`config.mk`:
```
export PLATFORM = sky130hd
export DESIGN_NAME = parity_rebuild_seq
export DESIGN_NICKNAME = d
export VERILOG_FILES = /design/src/rtl/rcs_pkg.sv /design/src/rtl/rcs_xor_gather.sv /design/src/rtl/rcs_classify.sv /design/src/rtl/rcs_ctrl.sv /design/src/rtl/parity_rebuild_seq.sv
export SDC_FILE = /design/constraint.sdc
export NUM_CORES = 1
export LEC_CHECK = 0
export ABC_AREA = 1
export BUFFER_PORTS_ARGS = -buffer_cell sky130_fd_sc_hd__buf_2
export CAP_MARGIN = 20
export CORE_MARGIN = 1.5
export CORE_UTILIZATION = 35
export CTS_CLUSTER_SIZE = 25
export DETAILED_ROUTE_END_ITERATION = 16
export PLACE_DENSITY = 0.61
export SLEW_MARGIN = 20
export SYNTH_ARGS = -nofsm -noshare
export SYNTH_HDL_FRONTEND = slang
export SYNTH_HIERARCHICAL = 1
export SYNTH_SLANG_ARGS = --single-unit
```
`constraint.sdc`:
```
create_clock -name clk -period 2.5 [get_ports clk]
set_clock_uncertainty 0.1 [all_clocks]
set_input_delay 0.75 -clock clk [delete_from_list [all_inputs] [get_ports clk]]
set_output_delay 0.75 -clock clk [all_outputs]
set_load 0.05 [all_outputs]
```
`src/rtl/rcs_pkg.sv`:
```
`timescale 1ns/1ps
package rcs_pkg;
   typedef enum logic [1:0] {
      MODE_NORMAL   = 2'd0,
      MODE_REBUILD  = 2'd1,
      MODE_RECOVERY = 2'd2
   } rcs_mode_e;

   typedef enum logic [1:0] {
      CLS_HOME     = 2'd0,
      CLS_REMAP    = 2'd1,
      CLS_DEGRADED = 2'd2,
      CLS_HOLD     = 2'd3
   } rcs_cls_e;

   typedef enum logic [2:0] {
      ST_IDLE,
      ST_PICK,
      ST_GATHER,
      ST_WRITE,
      ST_WACK,
      ST_DONE
   } rcs_state_e;
endpackage

```
`src/rtl/rcs_xor_gather.sv`:
```
`timescale 1ns/1ps
module rcs_xor_gather #(
   parameter int ADDR_W  = 20,
   parameter int DATA_W  = 64,
   parameter int NUM_SRC = 4,
   localparam int SRC_W  = (NUM_SRC > 1) ? $clog2(NUM_SRC) : 1
) (
   input  logic              clk,
   input  logic              rst_n,
   input  logic              start,
   input  logic [ADDR_W-1:0] base_addr,
   output logic              done,
   output logic [DATA_W-1:0] result,
   output logic              rd_req_valid,
   input  logic              rd_req_ready,
   output logic [ADDR_W-1:0] rd_req_addr,
   output logic [SRC_W-1:0]  rd_req_src,
   input  logic              rd_rsp_valid,
   input  logic [DATA_W-1:0] rd_rsp_data
);
   localparam int CNT_W = $clog2(NUM_SRC + 1);
   localparam logic [CNT_W-1:0] LAST = CNT_W'(NUM_SRC);

   logic              busy_q;
   logic [ADDR_W-1:0] addr_q;
   logic [CNT_W-1:0]  iss_q;
   logic [CNT_W-1:0]  rsp_q;
   logic [DATA_W-1:0] acc_q;
   logic              rsp_take;

   assign rd_req_valid = busy_q && (iss_q < LAST);
   assign rd_req_addr  = addr_q;
   assign rd_req_src   = iss_q[SRC_W-1:0];
   assign rsp_take     = busy_q && rd_rsp_valid && (rsp_q < LAST);
   assign done         = busy_q && (rsp_q == LAST);
   assign result       = acc_q;

   always_ff @(posedge clk) begin
      if (!rst_n) begin
         busy_q <= 1'b0;
         addr_q <= '0;
         iss_q  <= '0;
         rsp_q  <= '0;
         acc_q  <= '0;
      end else if (start) begin
         busy_q <= 1'b1;
         addr_q <= base_addr;
         iss_q  <= '0;
         rsp_q  <= '0;
         acc_q  <= '0;
      end else if (busy_q) begin
         if (rd_req_valid && rd_req_ready) iss_q <= iss_q + CNT_W'(1);
         if (rsp_take) begin
            acc_q <= acc_q ^ rd_rsp_data;
            rsp_q <= rsp_q + CNT_W'(1);
         end
         if (done) busy_q <= 1'b0;
      end
   end
endmodule

```
`src/rtl/rcs_classify.sv`:
```
`timescale 1ns/1ps
module rcs_classify
   import rcs_pkg::*;
#(
   parameter int BIDX_W        = 14,
   parameter bit HOLD_INFLIGHT = 1'b1,
   localparam int PTR_W        = BIDX_W + 1
) (
   input  rcs_mode_e         mode,
   input  logic [PTR_W-1:0]  ptr,
   input  logic              inflight,
   input  logic [BIDX_W-1:0] q_blk,
   output rcs_cls_e          kind
);
   logic [PTR_W-1:0] q_ext;
   logic             hold_en;

   assign q_ext = {1'b0, q_blk};

   if (HOLD_INFLIGHT) begin : g_hold
      assign hold_en = inflight;
   end else begin : g_nohold
      logic unused_inflight;
      assign unused_inflight = inflight;
      assign hold_en = 1'b0;
   end

   always_comb begin
      kind = CLS_HOME;
      case (mode)
         MODE_NORMAL:   kind = CLS_HOME;
         MODE_RECOVERY: kind = CLS_REMAP;
         default: begin
            if (q_ext < ptr)                   kind = CLS_REMAP;
            else if (q_ext == ptr && hold_en) kind = CLS_HOLD;
            else                               kind = CLS_DEGRADED;
         end
      endcase
   end
endmodule

```
`src/rtl/rcs_ctrl.sv`:
```
`timescale 1ns/1ps
module rcs_ctrl
   import rcs_pkg::*;
#(
   parameter int BIDX_W   = 14,
   parameter int BLK_LOG2 = 6,
   parameter int DATA_W   = 64,
   localparam int ADDR_W  = BIDX_W + BLK_LOG2,
   localparam int PTR_W   = BIDX_W + 1
) (
   input  logic              clk,
   input  logic              rst_n,
   input  logic              start,
   input  logic [BIDX_W-1:0] start_blk,
   input  logic [BIDX_W-1:0] end_blk,
   output logic              g_start,
   output logic [ADDR_W-1:0] g_addr,
   input  logic              g_done,
   input  logic [DATA_W-1:0] g_result,
   input  logic              dg_valid,
   input  logic [BIDX_W-1:0] dg_blk,
   output logic              dg_ready,
   output logic              dg_rsp_valid,
   output logic [DATA_W-1:0] dg_rsp_data,
   output logic              wr_valid,
   input  logic              wr_ready,
   output logic [ADDR_W-1:0] wr_addr,
   output logic [DATA_W-1:0] wr_data,
   input  logic              wr_ack,
   output rcs_mode_e         mode,
   output logic              done,
   output logic [PTR_W-1:0]  ptr,
   output logic              inflight
);
   rcs_state_e        st_q, st_d;
   logic [PTR_W-1:0]  ptr_q;
   logic [BIDX_W-1:0] end_q;
   logic              own_dmd_q;
   logic [DATA_W-1:0] wdat_q;
   logic              dgv_q;
   logic [DATA_W-1:0] dgd_q;
   logic              past_end;

   assign past_end = ptr_q > {1'b0, end_q};

   always_comb begin
      st_d     = st_q;
      g_start  = 1'b0;
      g_addr   = {ptr_q[BIDX_W-1:0], BLK_LOG2'(0)};
      dg_ready = 1'b0;
      case (st_q)
         ST_IDLE: if (start) st_d = ST_PICK;
         ST_PICK: begin
            if (dg_valid) begin
               dg_ready = 1'b1;
               g_start  = 1'b1;
               g_addr   = {dg_blk, BLK_LOG2'(0)};
               st_d     = ST_GATHER;
            end else if (past_end) begin
               st_d = ST_DONE;
            end else begin
               g_start = 1'b1;
               st_d    = ST_GATHER;
            end
         end
         ST_GATHER: if (g_done) st_d = own_dmd_q ? ST_PICK : ST_WRITE;
         ST_WRITE:  if (wr_ready) st_d = ST_WACK;
         ST_WACK:   if (wr_ack) st_d = ST_PICK;
         default:   st_d = ST_DONE;
      endcase
   end

   always_ff @(posedge clk) begin
      if (!rst_n) begin
         st_q      <= ST_IDLE;
         ptr_q     <= '0;
         end_q     <= '0;
         own_dmd_q <= 1'b0;
         wdat_q    <= '0;
         dgv_q     <= 1'b0;
         dgd_q     <= '0;
      end else begin
         st_q  <= st_d;
         dgv_q <= 1'b0;
         if (st_q == ST_IDLE && start) begin
            ptr_q <= {1'b0, start_blk};
            end_q <= end_blk;
         end
         if (g_start) own_dmd_q <= dg_ready;
         if (st_q == ST_GATHER && g_done) begin
            if (own_dmd_q) begin
               dgv_q <= 1'b1;
               dgd_q <= g_result;
            end else begin
               wdat_q <= g_result;
            end
         end
         if (st_q == ST_WACK && wr_ack) ptr_q <= ptr_q + PTR_W'(1);
      end
   end

   assign wr_valid     = (st_q == ST_WRITE);
   assign wr_addr      = {ptr_q[BIDX_W-1:0], BLK_LOG2'(0)};
   assign wr_data      = wdat_q;
   assign dg_rsp_valid = dgv_q;
   assign dg_rsp_data  = dgd_q;
   assign done         = (st_q == ST_DONE);
   assign ptr          = ptr_q;
   assign inflight     = (st_q == ST_GATHER && !own_dmd_q) ||
                         (st_q == ST_WRITE) || (st_q == ST_WACK);
   assign mode         = (st_q == ST_IDLE) ? MODE_NORMAL :
                         (st_q == ST_DONE) ? MODE_RECOVERY : MODE_REBUILD;
endmodule

```
`src/rtl/parity_rebuild_seq.sv`:
```
`timescale 1ns/1ps
module parity_rebuild_seq
   import rcs_pkg::*;
#(
   parameter int BIDX_W        = 14,
   parameter int BLK_LOG2      = 6,
   parameter int DATA_W        = 64,
   parameter int NUM_SRC       = 4,
   parameter bit HOLD_INFLIGHT = 1'b1,
   localparam int ADDR_W       = BIDX_W + BLK_LOG2,
   localparam int SRC_W        = (NUM_SRC > 1) ? $clog2(NUM_SRC) : 1
) (
   input  logic              clk,
   input  logic              rst_n,
   input  logic              start,
   input  logic [BIDX_W-1:0] start_blk,
   input  logic [BIDX_W-1:0] end_blk,
   output logic [1:0]        mode,
   output logic              done,
   output logic              rd_req_valid,
   input  logic              rd_req_ready,
   output logic [ADDR_W-1:0] rd_req_addr,
   output logic [SRC_W-1:0]  rd_req_src,
   input  logic              rd_rsp_valid,
   input  logic [DATA_W-1:0] rd_rsp_data,
   output logic              wr_valid,
   input  logic              wr_ready,
   output logic [ADDR_W-1:0] wr_addr,
   output logic [DATA_W-1:0] wr_data,
   input  logic              wr_ack,
   input  logic [BIDX_W-1:0] cls_blk,
   output logic [1:0]        cls_kind,
   input  logic              dg_valid,
   input  logic [BIDX_W-1:0] dg_blk,
   output logic              dg_ready,
   output logic              dg_rsp_valid,
   output logic [DATA_W-1:0] dg_rsp_data
);
   localparam int PTR_W = BIDX_W + 1;

   if (NUM_SRC < 1) begin : g_bad_src
      $error("NUM_SRC must be at least 1");
   end
   if (BIDX_W < 1 || BLK_LOG2 < 1) begin : g_bad_addr
      $error("BIDX_W and BLK_LOG2 must be positive");
   end
   if (DATA_W < 1) begin : g_bad_data
      $error("DATA_W must be positive");
   end

   logic              g_start;
   logic [ADDR_W-1:0] g_addr;
   logic              g_done;
   logic [DATA_W-1:0] g_result;
   logic [PTR_W-1:0]  rb_ptr;
   logic              rb_inflight;
   rcs_mode_e         mode_e;
   rcs_cls_e          kind_e;

   rcs_xor_gather #(
      .ADDR_W (ADDR_W),
      .DATA_W (DATA_W),
      .NUM_SRC(NUM_SRC)
   ) i_gather (
      .clk         (clk),
      .rst_n       (rst_n),
      .start       (g_start),
      .base_addr   (g_addr),
      .done        (g_done),
      .result      (g_result),
      .rd_req_valid(rd_req_valid),
      .rd_req_ready(rd_req_ready),
      .rd_req_addr (rd_req_addr),
      .rd_req_src  (rd_req_src),
      .rd_rsp_valid(rd_rsp_valid),
      .rd_rsp_data (rd_rsp_data)
   );

   rcs_ctrl #(
      .BIDX_W  (BIDX_W),
      .BLK_LOG2(BLK_LOG2),
      .DATA_W  (DATA_W)
   ) i_ctrl (
      .clk         (clk),
      .rst_n       (rst_n),
      .start       (start),
      .start_blk   (start_blk),
      .end_blk     (end_blk),
      .g_start     (g_start),
      .g_addr      (g_addr),
      .g_done      (g_done),
      .g_result    (g_result),
      .dg_valid    (dg_valid),
      .dg_blk      (dg_blk),
      .dg_ready    (dg_ready),
      .dg_rsp_valid(dg_rsp_valid),
      .dg_rsp_data (dg_rsp_data),
      .wr_valid    (wr_valid),
      .wr_ready    (wr_ready),
      .wr_addr     (wr_addr),
      .wr_data     (wr_data),
      .wr_ack      (wr_ack),
      .mode        (mode_e),
      .done        (done),
      .ptr         (rb_ptr),
      .inflight    (rb_inflight)
   );

   rcs_classify #(
      .BIDX_W       (BIDX_W),
      .HOLD_INFLIGHT(HOLD_INFLIGHT)
   ) i_classify (
      .mode    (mode_e),
      .ptr     (rb_ptr),
      .inflight(rb_inflight),
      .q_blk   (cls_blk),
      .kind    (kind_e)
   );

   assign mode     = mode_e;
   assign cls_kind = kind_e;
endmodule

```
==> reports/results.tsv <==
stage	metric	value	unit
detailed_routing	met1Wirelength	16.4	mm
setup_path	critPathKind	register to output port	
detailed_routing	num_vias	11720	
global_route	grt_pass1_wl	59.0	mm
clock_tree	cts_made_buffers	29	
floorplanning	die_h	188	um
timing	relSlewSlack	0.443	
logic_synthesis	synth_warnings	6	
placement	dp_slack	-0.401	ns
hold_path	min_path_type	register to register	
logic_synthesis	synth_edf_count	0	
detailed_routing	drc	0	
setup_path	critPathMaxStageDelay	0.32	ns
run_status	status	finished, violations left	
floorplanning	core	33500	sq um
detailed_routing	drt_wl_total	37.4	mm
setup_path	critPathMaxFanout	3	
setup_path	crit_cells	12	
setup_path	r2r_setup_slack	0.25	ns
timing	grt_setup_unrepaired	true	
run	drv_cap	0	
setup_path	critical_path.startpoint	i_ctrl/ptr[6]	
run_status	violations	setup timing	
setup_path	worstSetupEndpoint	cls_kind[0]	
global_route	grt_start_max_net_pins	130	
placement	port_buffers	300	
pwr	pwr-share-clk	0.297	
global_route	grt_pass1_vias	11112	
setup_path	reg2reg_depth	15	
detailed_routing	ant_nets	0	
floorplanning	start_util	0.355	
setup_path	required	1.65	ns
timing	setup_ws	-0.318	ns
timing	hold_violations	0	
clock_tree	cts.path.max_buffers	3	
logic_synthesis	synth_cell_types	32	
floorplanning	ioPinCount	307	
clock_tree	htree_num_levels	1	
setup_path	cp-end-kind	output port	
clock_tree	cts_tree	built	
floorplanning	die_area	35200	sq um
layout	area_growth	27.3	%
setup_path	critical-path-top-delay-family	simple AND/OR/NAND/NOR gates	
setup_path	path_buf_inv	3	
hold_path	hp-start	i_ctrl/dg_rsp_data[19]	
setup_path	slowest_stage	dfxtp_2	
logic_synthesis	synthArstFlopShare	0	
detailed_routing	avgViaCountPerCell	4.69	
pwr	power.switching	5.51	mW
logic_synthesis	synth-seq-cells	253	
floorplanning	die_x	188	um
clock_tree	clock_tree.root_cell	clkbuf_16	
logic_synthesis	synthesis.area	11900	sq um
placement	gp_routability_congestion	0.850	
setup_path	rr_startpoint	i_ctrl/ptr[13]	
timing	period_share	1.13	
pwr	power_leakage	6.86	nW
clock_tree	clkTransAtPathRegs	0.06	ns
placement	placed_area	14000	sq um
timing	maxSlewViolCount	0	
layout	drive_above_1_share	0.234	
setup_path	crit_chain	inv_1 -> ha_4 -> nand2_2 -> inv_1 -> a21oi_1 -> nand2_1 -> nand2_2 -> nand2_1 -> nand2_1 -> nand2_2 -> nand2_4 -> buf_8	
layout	final_common_cell	nand2_1	
clock_tree	clock_latency	0.54	ns
pwr	finalPower	14.1	mW
layout	nets	2188	
timing	setup_viol	2	
placement	dp_hpwl	26.0	mm
detailed_routing	drtPass1Iterations	5	
global_route	grt.total_usage	0.206	
layout	postLayoutCellArea	15200	sq um
global_route	antenna_found_initial	8	
layout	final_util	0.452	
setup_path	arrival	1.97	ns
layout	mostFrequentLayoutCells	nand2_1, buf_2, inv_1, dfxtp_1, a21oi_1	
pwr	combPwrFrac	0.356	
pwr	swShare	0.391	
pwr	internal_power	8.57	mW
clock_tree	cts_sinks	253	
layout	fillCellCount	3512	
pwr	p_per_area	929	nW/um^2
floorplanning	rows	67	
timing	min_period	2.82	ns
detailed_routing	dr_wl_met2	16.9	mm
logic_synthesis	avgSynthCellArea	6.81	sq um
detailed_routing	highest_layer	met5	
setup_path	r2r_end	i_gather/result[7]	
timing	worst_slew_pin_slew	0.836	ns
logic_synthesis	yosysSeqAreaShare	0.425	
timing	fmax	0.355	GHz
detailed_routing	first_iter_violations	612	
logic_synthesis	synth_ff_type	dfxtp_1	
pwr	seq_power_share	0.347	
detailed_routing	wl_met3	3.14	mm
detailed_routing	avgRoutedWirePerCell	15.0	um
setup_path	cp-start-kind	register	
logic_synthesis	synth_cells	1750	
pwr	peakVddDrop	0.000698	V
global_route	grt-ovfl-total	0	
[power groups by stage]
stage,clock (mW),combinational (mW),sequential [mW]
2_1_floorplan,0,2.92,5.48
3_3_place_gp,0,4.71,4.92
3_5_place_dp,0,4.78,4.95
4_1_cts,4.32,4.90,4.88
5_1_grt,4.47,5.53,4.95
6_report,4.19,5.01,4.89
[sequential cells by signal (all words and copies together) (netlist names), 3 cells and up]
name                  cells
i_ctrl/dg_rsp_data       64
i_ctrl/st_q               3
i_gather/result          64
i_gather/rd_req_addr     20
i_ctrl/wr_data           64
i_ctrl/end_q             14
i_gather/rsp_q            3
i_ctrl/ptr               15
i_gather/iss_q            3
[Yosys cell counts (7+ instances only)]
cell        n  area (sq um)
nand4_1     7          43.8
nor3_1     10          50.1
buf_2      33           165
dfxtp_1   253          5060
nand2_1   496          1860
buf_4      31           233
o21ai_0   115           576
a21oi_1   235          1180
ha_1       32           400
nand3_1    85           425
buf_6       9           101
clkbuf_1   42           158
o21ai_1    10          50.1
nor2_1     72           270
inv_1     278          1040
nor2_2      7          43.8
xor2_1      7          61.3
[kinds of logic (layout without fill, tap and decap cells)]
family | count (synthesis) | count (layout) | synth area share
xor+xnor | 7 | 7 | 0.00515
fa+ha+maj | 32 | 32 | 0.0336
compound gates | 371 | 371 | 0.158
flops | 253 | 253 | 0.425
buf+inv | 399 | 684 | 0.145
simple gates | 687 | 687 | 0.233
other cells | 1 | 17 | 0.000315
[worst min-delay path: stages, from the launching register on]
cell and delay, ns:
dfxtp_1 0.30, inv_1 0.04, a21oi_1 0.05
[metrics by stage]
step / TNS (ns) / hold WS (ns) / std cells
6_report: -0.604 / 0.339 / 2499
5_1_grt: -0.820 / 0.358 / 2495
4_1_cts: -0.762 / 0.342 / 2490
3_5_place_dp: -0.674 / 0.332 / 2440
3_3_place_gp: -0.692 / 0.329 / 2440
2_1_floorplan: -0.0861 / 0.333 / 1761
[metal layers]
layer / track usage / vias up
met5: 0 / -
met4: 0.0535 / 10
met3: 0.0590 / 65
met2: 0.338 / 343
met1: 0.265 / 5314
li1: - / 5988
[how the worst min path moves through the flow]
stage	endpoint	cells after the start	slack (ns)
4_1_cts	i_ctrl/dg_rsp_data[19]	2	0.34
5_1_grt	i_ctrl/dg_rsp_data[21]	2	0.36
2_1_floorplan	i_ctrl/end_q[10]	2	0.33
3_3_place_gp	i_ctrl/dg_rsp_data[25]	2	0.33
6_report	i_ctrl/dg_rsp_data[19]	2	0.34
3_5_place_dp	i_ctrl/dg_rsp_data[19]	2	0.33
[area by class of cell]
type	count	area, sq um	share of cell area
diodes	5	12.5	0.000825
inverters	284	1070	0.0708
repair buffers	351	2040	0.134
clock buffers	40	837	0.0552
well taps	448	561	0.0370
clock inverters	9	103	0.00677
multi-input cells	1109	5460	0.360
flip-flops and latches	253	5080	0.335
[what timing repair did]
| item | CTS | global route |
|---|---|---|
| cloned | 0 | 1 |
| hold buffers | 0 | 0 |
| gates resized for setup | 34 | 32 |
| buffers inserted | 1 | 3 |
| setup endpoints to repair | 8 | 96 |
| pin swaps | 12 | 13 |
Note: power is estimated with default switching activity, not from simulation.
